[config.mk]
export PLATFORM = sky130hd
export DESIGN_NAME = conv_bus_ctrl
export DESIGN_NICKNAME = d
export VERILOG_FILES = /design/src/rtl/conv_bus_pkg.sv /design/src/rtl/conv_bus_sync.sv /design/src/rtl/conv_bus_start.sv /design/src/rtl/conv_bus_seq.sv /design/src/rtl/conv_bus_out.sv /design/src/rtl/conv_bus_ctrl.sv
export SDC_FILE = /design/constraint.sdc
export NUM_CORES = 1
export LEC_CHECK = 0
export BUFFER_PORTS_ARGS = -buffer_cell sky130_fd_sc_hd__buf_2
export CAP_MARGIN = 10
export CORE_ASPECT_RATIO = 0.8
export CORE_MARGIN = 1.5
export CORE_UTILIZATION = 43
export DETAILED_ROUTE_END_ITERATION = 8
export PLACE_DENSITY_LB_ADDON = 0.2
export SETUP_SLACK_MARGIN = 0.05
export SYNTH_ARGS = -nofsm -noshare
export SYNTH_HDL_FRONTEND = slang
export SYNTH_HIERARCHICAL = 1
export SYNTH_SLANG_ARGS = --single-unit
[constraint.sdc]
create_clock -name clk -period 3.8 [get_ports clk]
set_input_delay 0.57 -clock clk [delete_from_list [all_inputs] [get_ports clk]]
set_output_delay 0.57 -clock clk [all_outputs]
set_load 0.02 [all_outputs]
[src/rtl/conv_bus_pkg.sv]
// Package: shared types and control-vector indices for the converter bus
// control block. Assumes a 3-bit synchronized control vector.
package conv_bus_pkg;
    typedef enum logic [1:0] {
        ST_IDLE = 2'd0,
        ST_CONV = 2'd1,
        ST_DONE = 2'd2
    } conv_state_t;

    localparam int CTL_W   = 3;
    localparam int CTL_RD  = 0;
    localparam int CTL_CS  = 1;
    localparam int CTL_HBE = 2;

    // Reset image: read/convert low (no false edge), deselected, byte mode on
    localparam logic [CTL_W-1:0] CTL_RST = 3'b110;
endpackage

[src/rtl/conv_bus_sync.sv]
// Module: multi-stage synchronizer for a vector of asynchronous control inputs.
// Assumes each bit is an independent level; no bus coherency is implied.
module conv_bus_sync #(
    parameter int           W       = 3,
    parameter int           STAGES  = 2,
    parameter logic [W-1:0] RST_VAL = '0
) (
    input  logic         clk,
    input  logic         rst_n,
    input  logic [W-1:0] d_async,
    output logic [W-1:0] q_sync
);
    logic [W-1:0] pipe [STAGES];

    genvar i;
    for (i = 0; i < STAGES; i++) begin : g_stage
        if (i == 0) begin : g_first
            // First flop: capture the raw asynchronous level
            always_ff @(posedge clk) begin
                if (!rst_n) pipe[i] <= RST_VAL;
                else        pipe[i] <= d_async;
            end
        end else begin : g_next
            // Later flops: settle the previous stage
            always_ff @(posedge clk) begin
                if (!rst_n) pipe[i] <= RST_VAL;
                else        pipe[i] <= pipe[i-1];
            end
        end
    end

    assign q_sync = pipe[STAGES-1];
endmodule

[src/rtl/conv_bus_start.sv]
// Module: falling-edge qualifier for read/convert. A start fires when the
// synchronized line was high, then low for two samples, with chip select low,
// byte mode off and the sequencer idle. Assumes synchronized inputs.
module conv_bus_start (
    input  logic clk,
    input  logic rst_n,
    input  logic rd_s,
    input  logic cs_n_s,
    input  logic hbe_s,
    input  logic idle,
    output logic fire
);
    logic rd_d1, rd_d2;

    // Two-deep history of the synchronized read/convert level
    always_ff @(posedge clk) begin
        if (!rst_n) begin
            rd_d1 <= 1'b0;
            rd_d2 <= 1'b0;
        end else begin
            rd_d1 <= rd_s;
            rd_d2 <= rd_d1;
        end
    end

    // Qualified edge: high, low, low, with all enabling conditions met
    always_comb begin
        fire = rd_d2 & ~rd_d1 & ~rd_s & ~cs_n_s & ~hbe_s & idle;
    end
endmodule

[src/rtl/conv_bus_seq.sv]
// Module: conversion sequencer. Issues the start pulse, holds busy until the
// engine reports, captures the result one clock before busy clears.
// Assumes conv_done is a synchronous pulse from the engine.
module conv_bus_seq
    import conv_bus_pkg::*;
#(
    parameter int DATA_W = 12
) (
    input  logic              clk,
    input  logic              rst_n,
    input  logic              fire,
    input  logic              conv_done,
    input  logic [DATA_W-1:0] conv_code,
    output logic              idle,
    output logic              start_conv,
    output logic [DATA_W-1:0] latch_q
);
    conv_state_t state;

    // State, start pulse and result latch
    always_ff @(posedge clk) begin
        if (!rst_n) begin
            state      <= ST_IDLE;
            start_conv <= 1'b0;
            latch_q    <= '0;
        end else begin
            start_conv <= 1'b0;
            case (state)
                ST_IDLE: if (fire) begin
                    state      <= ST_CONV;
                    start_conv <= 1'b1;
                end
                ST_CONV: if (conv_done) begin
                    state   <= ST_DONE;
                    latch_q <= conv_code;
                end
                ST_DONE: state <= ST_IDLE;
                default: state <= ST_IDLE;
            endcase
        end
    end

    // Idle flag; the top inverts nothing, busy_n is this flag
    always_comb idle = (state == ST_IDLE);


    start_width_chk: assert property (@(posedge clk) disable iff (!rst_n)
        start_conv |=> !start_conv);


    start_busy_chk: assert property (@(posedge clk) disable iff (!rst_n)
        $fell(idle) |-> start_conv);


    lockout_chk: assert property (@(posedge clk) disable iff (!rst_n)
        !idle |=> !start_conv);


    latch_before_busy_chk: assert property (@(posedge clk) disable iff (!rst_n)
        !$stable(latch_q) |=> idle);


    latch_hold_chk: assert property (@(posedge clk) disable iff (!rst_n)
        (idle && $past(idle)) |-> $stable(latch_q));
endmodule

[src/rtl/conv_bus_out.sv]
// Module: output enable decode and byte-mode arrangement. Models three-state
// lines as data plus per-line enable; disabled lines carry 0.
// Assumes NIB_W*2 <= DATA_W.
module conv_bus_out #(
    parameter int DATA_W = 12,
    parameter int NIB_W  = 4
) (
    input  logic              clk,
    input  logic              rst_n,
    input  logic              rd_s,
    input  logic              cs_n_s,
    input  logic              hbe_s,
    input  logic              busy_n,
    input  logic [DATA_W-1:0] latch_q,
    output logic [DATA_W-1:0] bus_data,
    output logic [DATA_W-1:0] bus_oe
);
    localparam int BYTE_W = 2 * NIB_W;

    logic              en;
    logic [DATA_W-1:0] arranged;

    // Arrange the latched code for word or byte mode
    always_comb begin
        arranged = latch_q;
        if (hbe_s) begin
            arranged[NIB_W-1:0]      = latch_q[DATA_W-1 -: NIB_W];
            arranged[BYTE_W-1:NIB_W] = '0;
        end
    end

    // Enable only for a read of an idle, selected converter
    always_comb begin
        en       = rd_s & ~cs_n_s & busy_n;
        bus_oe   = {DATA_W{en}};
        bus_data = en ? arranged : '0;
    end


    oe_busy_chk: assert property (@(posedge clk) disable iff (!rst_n)
        !busy_n |-> (bus_oe == '0));


    byte_mid_zero_chk: assert property (@(posedge clk) disable iff (!rst_n)
        (hbe_s && bus_oe[0]) |-> (bus_data[BYTE_W-1:NIB_W] == '0));
endmodule

[src/rtl/conv_bus_ctrl.sv]
// Module: top of the converter bus control block. Synchronizes the control
// lines, qualifies starts, sequences conversions and drives the data lines.
// Assumes cs_n, rd_conv and hbe are asynchronous to clk.
module conv_bus_ctrl
    import conv_bus_pkg::*;
#(
    parameter int DATA_W      = 12,
    parameter int NIB_W       = 4,
    parameter int SYNC_STAGES = 2
) (
    input  logic              clk,
    input  logic              rst_n,
    input  logic              cs_n,
    input  logic              rd_conv,
    input  logic              hbe,
    input  logic              conv_done,
    input  logic [DATA_W-1:0] conv_code,
    output logic              busy_n,
    output logic              start_conv,
    output logic [DATA_W-1:0] bus_data,
    output logic [DATA_W-1:0] bus_oe
);
    logic [CTL_W-1:0]  ctl_raw, ctl_s;
    logic              fire, idle;
    logic [DATA_W-1:0] latch_q;

    // Pack the raw control lines by index
    always_comb begin
        ctl_raw          = '0;
        ctl_raw[CTL_RD]  = rd_conv;
        ctl_raw[CTL_CS]  = cs_n;
        ctl_raw[CTL_HBE] = hbe;
    end

    conv_bus_sync #(.W(CTL_W), .STAGES(SYNC_STAGES), .RST_VAL(CTL_RST)) u_sync (
        .clk(clk), .rst_n(rst_n), .d_async(ctl_raw), .q_sync(ctl_s)
    );

    conv_bus_start u_start (
        .clk(clk), .rst_n(rst_n),
        .rd_s(ctl_s[CTL_RD]), .cs_n_s(ctl_s[CTL_CS]), .hbe_s(ctl_s[CTL_HBE]),
        .idle(idle), .fire(fire)
    );

    conv_bus_seq #(.DATA_W(DATA_W)) u_seq (
        .clk(clk), .rst_n(rst_n), .fire(fire), .conv_done(conv_done),
        .conv_code(conv_code), .idle(idle), .start_conv(start_conv),
        .latch_q(latch_q)
    );

    // Busy is the idle flag seen from the bus
    always_comb busy_n = idle;

    conv_bus_out #(.DATA_W(DATA_W), .NIB_W(NIB_W)) u_out (
        .clk(clk), .rst_n(rst_n),
        .rd_s(ctl_s[CTL_RD]), .cs_n_s(ctl_s[CTL_CS]), .hbe_s(ctl_s[CTL_HBE]),
        .busy_n(busy_n), .latch_q(latch_q),
        .bus_data(bus_data), .bus_oe(bus_oe)
    );
endmodule

* Yosys cells after proc, flatten, opt, wreduce, memory -nomap -nowiden *
Memories as Yosys holds them, arrays and structs flattened.
Index checks and enable logic that the tools add are counted.

storage, ports and cells
  register bits after elaboration = 17
  memory bits (writable) = 6
  input bits = 18
  output and inout port bits = 26
  memories kept = 1

memories
  memory       words  width  rd ports  clocked after Yosys merged registers in  write ports  line                 text
  u_sync.pipe  2      3      2         0                                        2            conv_bus_sync.sv:13  logic [W-1:0] pipe [STAGES];

operators by class
  equality and inequality tests = 3
  multiplexer cells = 10
  bitwise logic cells = 13
  reduce and logical (&&, ||, !) cells = 4

operators by type and width
  operator            number
  $mux 12             1
  $mux 8              1
  $and 1x1->1         7
  $mux 3              2
  $reduce_and 2->1    3
  $mux 2              2
  $ne 2x2->1 const B  2
  $not 1->1           4
  $pmux 2 s2          1
  $mux 1              3
  $eq 2x1->1 const B  1
  $logic_not 2->1     1
  $or 1x1->1          2

* Longest topological paths before layout *
  word-level depth = 8
  depth in mapped cells = 5

* By module *
Netlist, hierarchy kept.

modules (own cells, without submodules)
  module          times used  cells each  area an instance (um2)  seq. area each (um2)
  conv_bus_seq    1           65          606.8                   300.3
  conv_bus_out    1           31          231.5                   0.0
  conv_bus_sync   1           12          157.7                   120.1
  conv_bus_start  1           6           75.1                    40.0

* Worst setup path after synthesis *
Ideal clock, no wire load.

  kind = reg-to-output
  start point = reg u_seq.state[0]
  end point = out bus_data[4]
  data arrival time = 1.498 ns
  data required time = 3.230 ns
  path slack = 1.732 ns
  stages on the path, launching flop included = 4
  path buffers = 0
  path through = dfxtp_1 > nor2_1 > nand3b_4 > nor3b_1

on the way
  longest elaborated chain between the ends = 3

ends and longest elaborated chain
  what                    line                 text
  from (decl)             conv_bus_seq.sv:18   conv_state_t state;
  from (signal assigned)  conv_bus_seq.sv:23   state <= ST_IDLE;
  from (signal assigned)  conv_bus_seq.sv:30   state <= ST_CONV;
  from (signal assigned)  conv_bus_seq.sv:34   state <= ST_DONE;
  $logic_not 2->1         conv_bus_seq.sv:44   always_comb idle = (state == ST_IDLE);
  net busy_n              conv_bus_ctrl.sv:18  output logic busy_n,
  $and 1x1->1             conv_bus_out.sv:34   en = rd_s & ~cs_n_s & busy_n;
  $mux 12                 conv_bus_out.sv:36   bus_data = en ? arranged : '0;
  to (decl)               conv_bus_ctrl.sv:20  output logic [DATA_W-1:0] bus_data,

The timed path passes the listed nets, and every way through them passes these cells.

* Final worst setup path *
  start point = reg u_seq.state[0]
  end point = out bus_data[8]

on the way
  longest elaborated chain between the ends = 3

ends and longest elaborated chain
  what             line
  $logic_not 2->1  conv_bus_seq.sv:44
  $and 1x1->1      conv_bus_out.sv:34
  $mux 12          conv_bus_out.sv:36

Every way passes these cells.

==> results.cfg <==
[cells_and_area]
area_growth_pct = 12.3
fin_util_pct = 53.4
final_common_cell = buf_2
antenna_cells = 0
drive_above_1_share_pct = 35.7
layout_common_cells = buf_2 (43), nand2_1 (25), dfxtp_1 (23)
nets = 162
register_area_um2 = 460
final_cell_area_mm2 = 0.00120
multi_input_area_um2 = 464
fillCellCount = 226
stdcell_count = 168

[synthesis]
avgSynthCellArea_um2 = 9.39
syn_nets = 132
ys_seq_elements = 23
ys_seq_area_share_pct = 43.0
synth_area_mm2 = 0.00107
ys_warn_count = 6
synth_cell_types = 20
syn-instance-count = 114

[timing]
hold_viol = 0
fin_crit_ns = 2.17
setup_tns_ns = 0
fmax_ghz = 0.460
setup_viol = 0
tightest_slew_ns = 0.733
finClkSkew_ns = 0.00540
slew_headroom_pct = 51.1
timing.final.crit_share_pct = 57.2
slew_violations = 0
rsz0062_at_grt = false

[place]
dp_hpwl_mm = 1.37
dp.cells = 164
place_congestion = 0.729
port_buffers = 43
place_area_mm2 = 0.00117

[global_routing]
grt_max_degree = 34
overflow = 0
grt_pass1_vias = 675
grt.total_usage_pct = 14.5
grt_pass1_wl_mm = 2.86
grt_antenna_before_repair = 0

[floorplanning]
die-area_mm2 = 0.00280
start_util_pct = 47.6
fp.coreArea_mm2 = 0.00225
rows = 15
chipWidth_um = 58.8
die_h_um = 47.6
io_pins = 44

[clocking]
cts_root_buf = clkbuf_4
clock_path_buffers = 2
cts_buffers = 3
clkSinkCount = 23
clk_pin_slew_worst_paths_ns = 0.12
post_cts_buffers = 0
cts_tree = yes
cts_resized = 0
cts_hold_buf = 0
clock_latency_ns = 0.31
cts_htree_levels = 1

[setup_path]
rrSetupSlack_ns = 2.22
crit_path_max_fanout = 16
cp_slowest_cell = dfxtp_1
rr_worst_depth = 5
arrival_ns = 1.60
r2r_end = u_seq/state[0]
r2r-start = u_seq/state[0]
timing.critical_path.to = bus_data[8]
crit_required_ns = 3.23
cp_cell_sequence = nor2_1, nand3b_4, inv_2, and2_1, buf_2
cp-start-kind = flip-flop
crit_path_max_incr_delay_ns = 0.36
path_class = reg -> out
crit_path_end_kind = output port
crit_start = u_seq/state[0]

[route]
via_per_inst = 4.76
wl_per_cell_um = 11.4
postRouteAntennaNets = 0
vias = 800
wl_mm = 1.92
drcViolationCount = 0
drt_iter0_drc = 7
drtPass1Iterations = 4

[outcome]
status = finished, final reports clean

[run]
max_cap_viol_count = 0

[power_and_ir_drop]
p_per_area_mw_per_mm2 = 318
p_leak_nw = 0.577
finalPower_w = 0.000382
vdd_drop_max_mv = 0.259

[hold_path]
hp-class = reg -> reg
min_from = u_sync/pipe[0][2]
holdPathStages = 1
[cells by family (layout without fill, tap and decap cells)]
| kind of cell | after synthesis | in the layout | synth area share (%) |
|---|---|---|---|
| compound gates | 1 | 1 | 0.467 |
| flops | 23 | 23 | 43.0 |
| mux | 16 | 16 | 15.0 |
| buf+inv | 19 | 48 | 13.7 |
| simple gates | 55 | 55 | 27.9 |
[area by class of cell]
type	count	share of cell area, %
inverters	1	0.312
clock inverters	1	0.416
well taps	25	2.60
repair buffers	43	17.9
flip-flops and latches	23	38.3
clock buffers	3	1.87
multi-input cells	72	38.6
[how the worst min path moves through the flow]
stage / end / slack (ns)
6_report: u_sync/pipe[1][2] / 0.42
5_1_grt: u_sync/pipe[0][2] / 0.41
4_1_cts: u_sync/pipe[0][1] / 0.41
3_5_place_dp: u_sync/pipe[1][2] / 0.40
3_3_place_gp: u_sync/pipe[1][2] / 0.39
2_1_floorplan: u_sync/pipe[1][1] / 0.39
[power by group]
group / total, W / internal (W) / switching (W)
Combinational: 0.0000235 / 0.0000114 / 0.0000121
Clock: 0.000112 / 0.0000394 / 0.0000725
Sequential: 0.000247 / 0.000244 / 0.00000250
Total: 0.000382 / 0.000295 / 0.0000870
[layer usage]
| metal | track usage, % | share of wire [%] |
|---|---|---|
| met5 | 0 | 0 |
| met4 | 6.82 | 0.78 |
| met1 | 16.9 | 49 |
| met3 | 4.86 | 5.9 |
| met2 | 24.9 | 44 |
[synthesized netlist by cell type]
| cell type | count | area, µm² |
|---|---|---|
| and2_1 | 8 | 50.1 |
| a21oi_1 | 1 | 5.00 |
| dfxtp_1 | 23 | 460 |
| nor3b_1 | 4 | 30.0 |
| clkbuf_1 | 1 | 3.75 |
| or2b_1 | 1 | 7.51 |
| mux2i_1 | 16 | 160 |
| inv_2 | 1 | 3.75 |
| nand2b_1 | 5 | 31.3 |
| buf_4 | 13 | 97.6 |
| buf_12 | 1 | 20.0 |
| nor2_1 | 7 | 26.3 |
| nand2b_2 | 1 | 8.76 |
| buf_2 | 2 | 10.0 |
| and3b_1 | 1 | 8.76 |
| nand3b_4 | 1 | 20.0 |
| nor3b_2 | 1 | 12.5 |
| or4b_1 | 1 | 10.0 |
| buf_6 | 1 | 11.3 |
| nand2_1 | 25 | 93.8 |
[metrics by stage]
stage | worst slack, ns | hold WS, ns
floorplan | 1.73 | 0.386
global placement | 2.04 | 0.392
detailed placement | 1.97 | 0.403
CTS | 1.60 | 0.413
global route | 1.46 | 0.412
finish | 1.63 | 0.425
[sequential cells by signal, indices dropped and copies added (netlist names)]
register,count
u_seq/latch_q,12
u_sync/pipe,6
u_seq/state,2
u_seq/start_conv,1
u_start/rd_d1,1
u_start/rd_d2,1
[critical path, delay by kind of cell (launching register included)]
kind                   cells  cell delay [ns]
buffers and inverters      2             0.35
flip-flops                 1             0.36
AND/OR/NAND/NOR            3             0.57
Note: power is estimated with default switching activity, not from simulation.
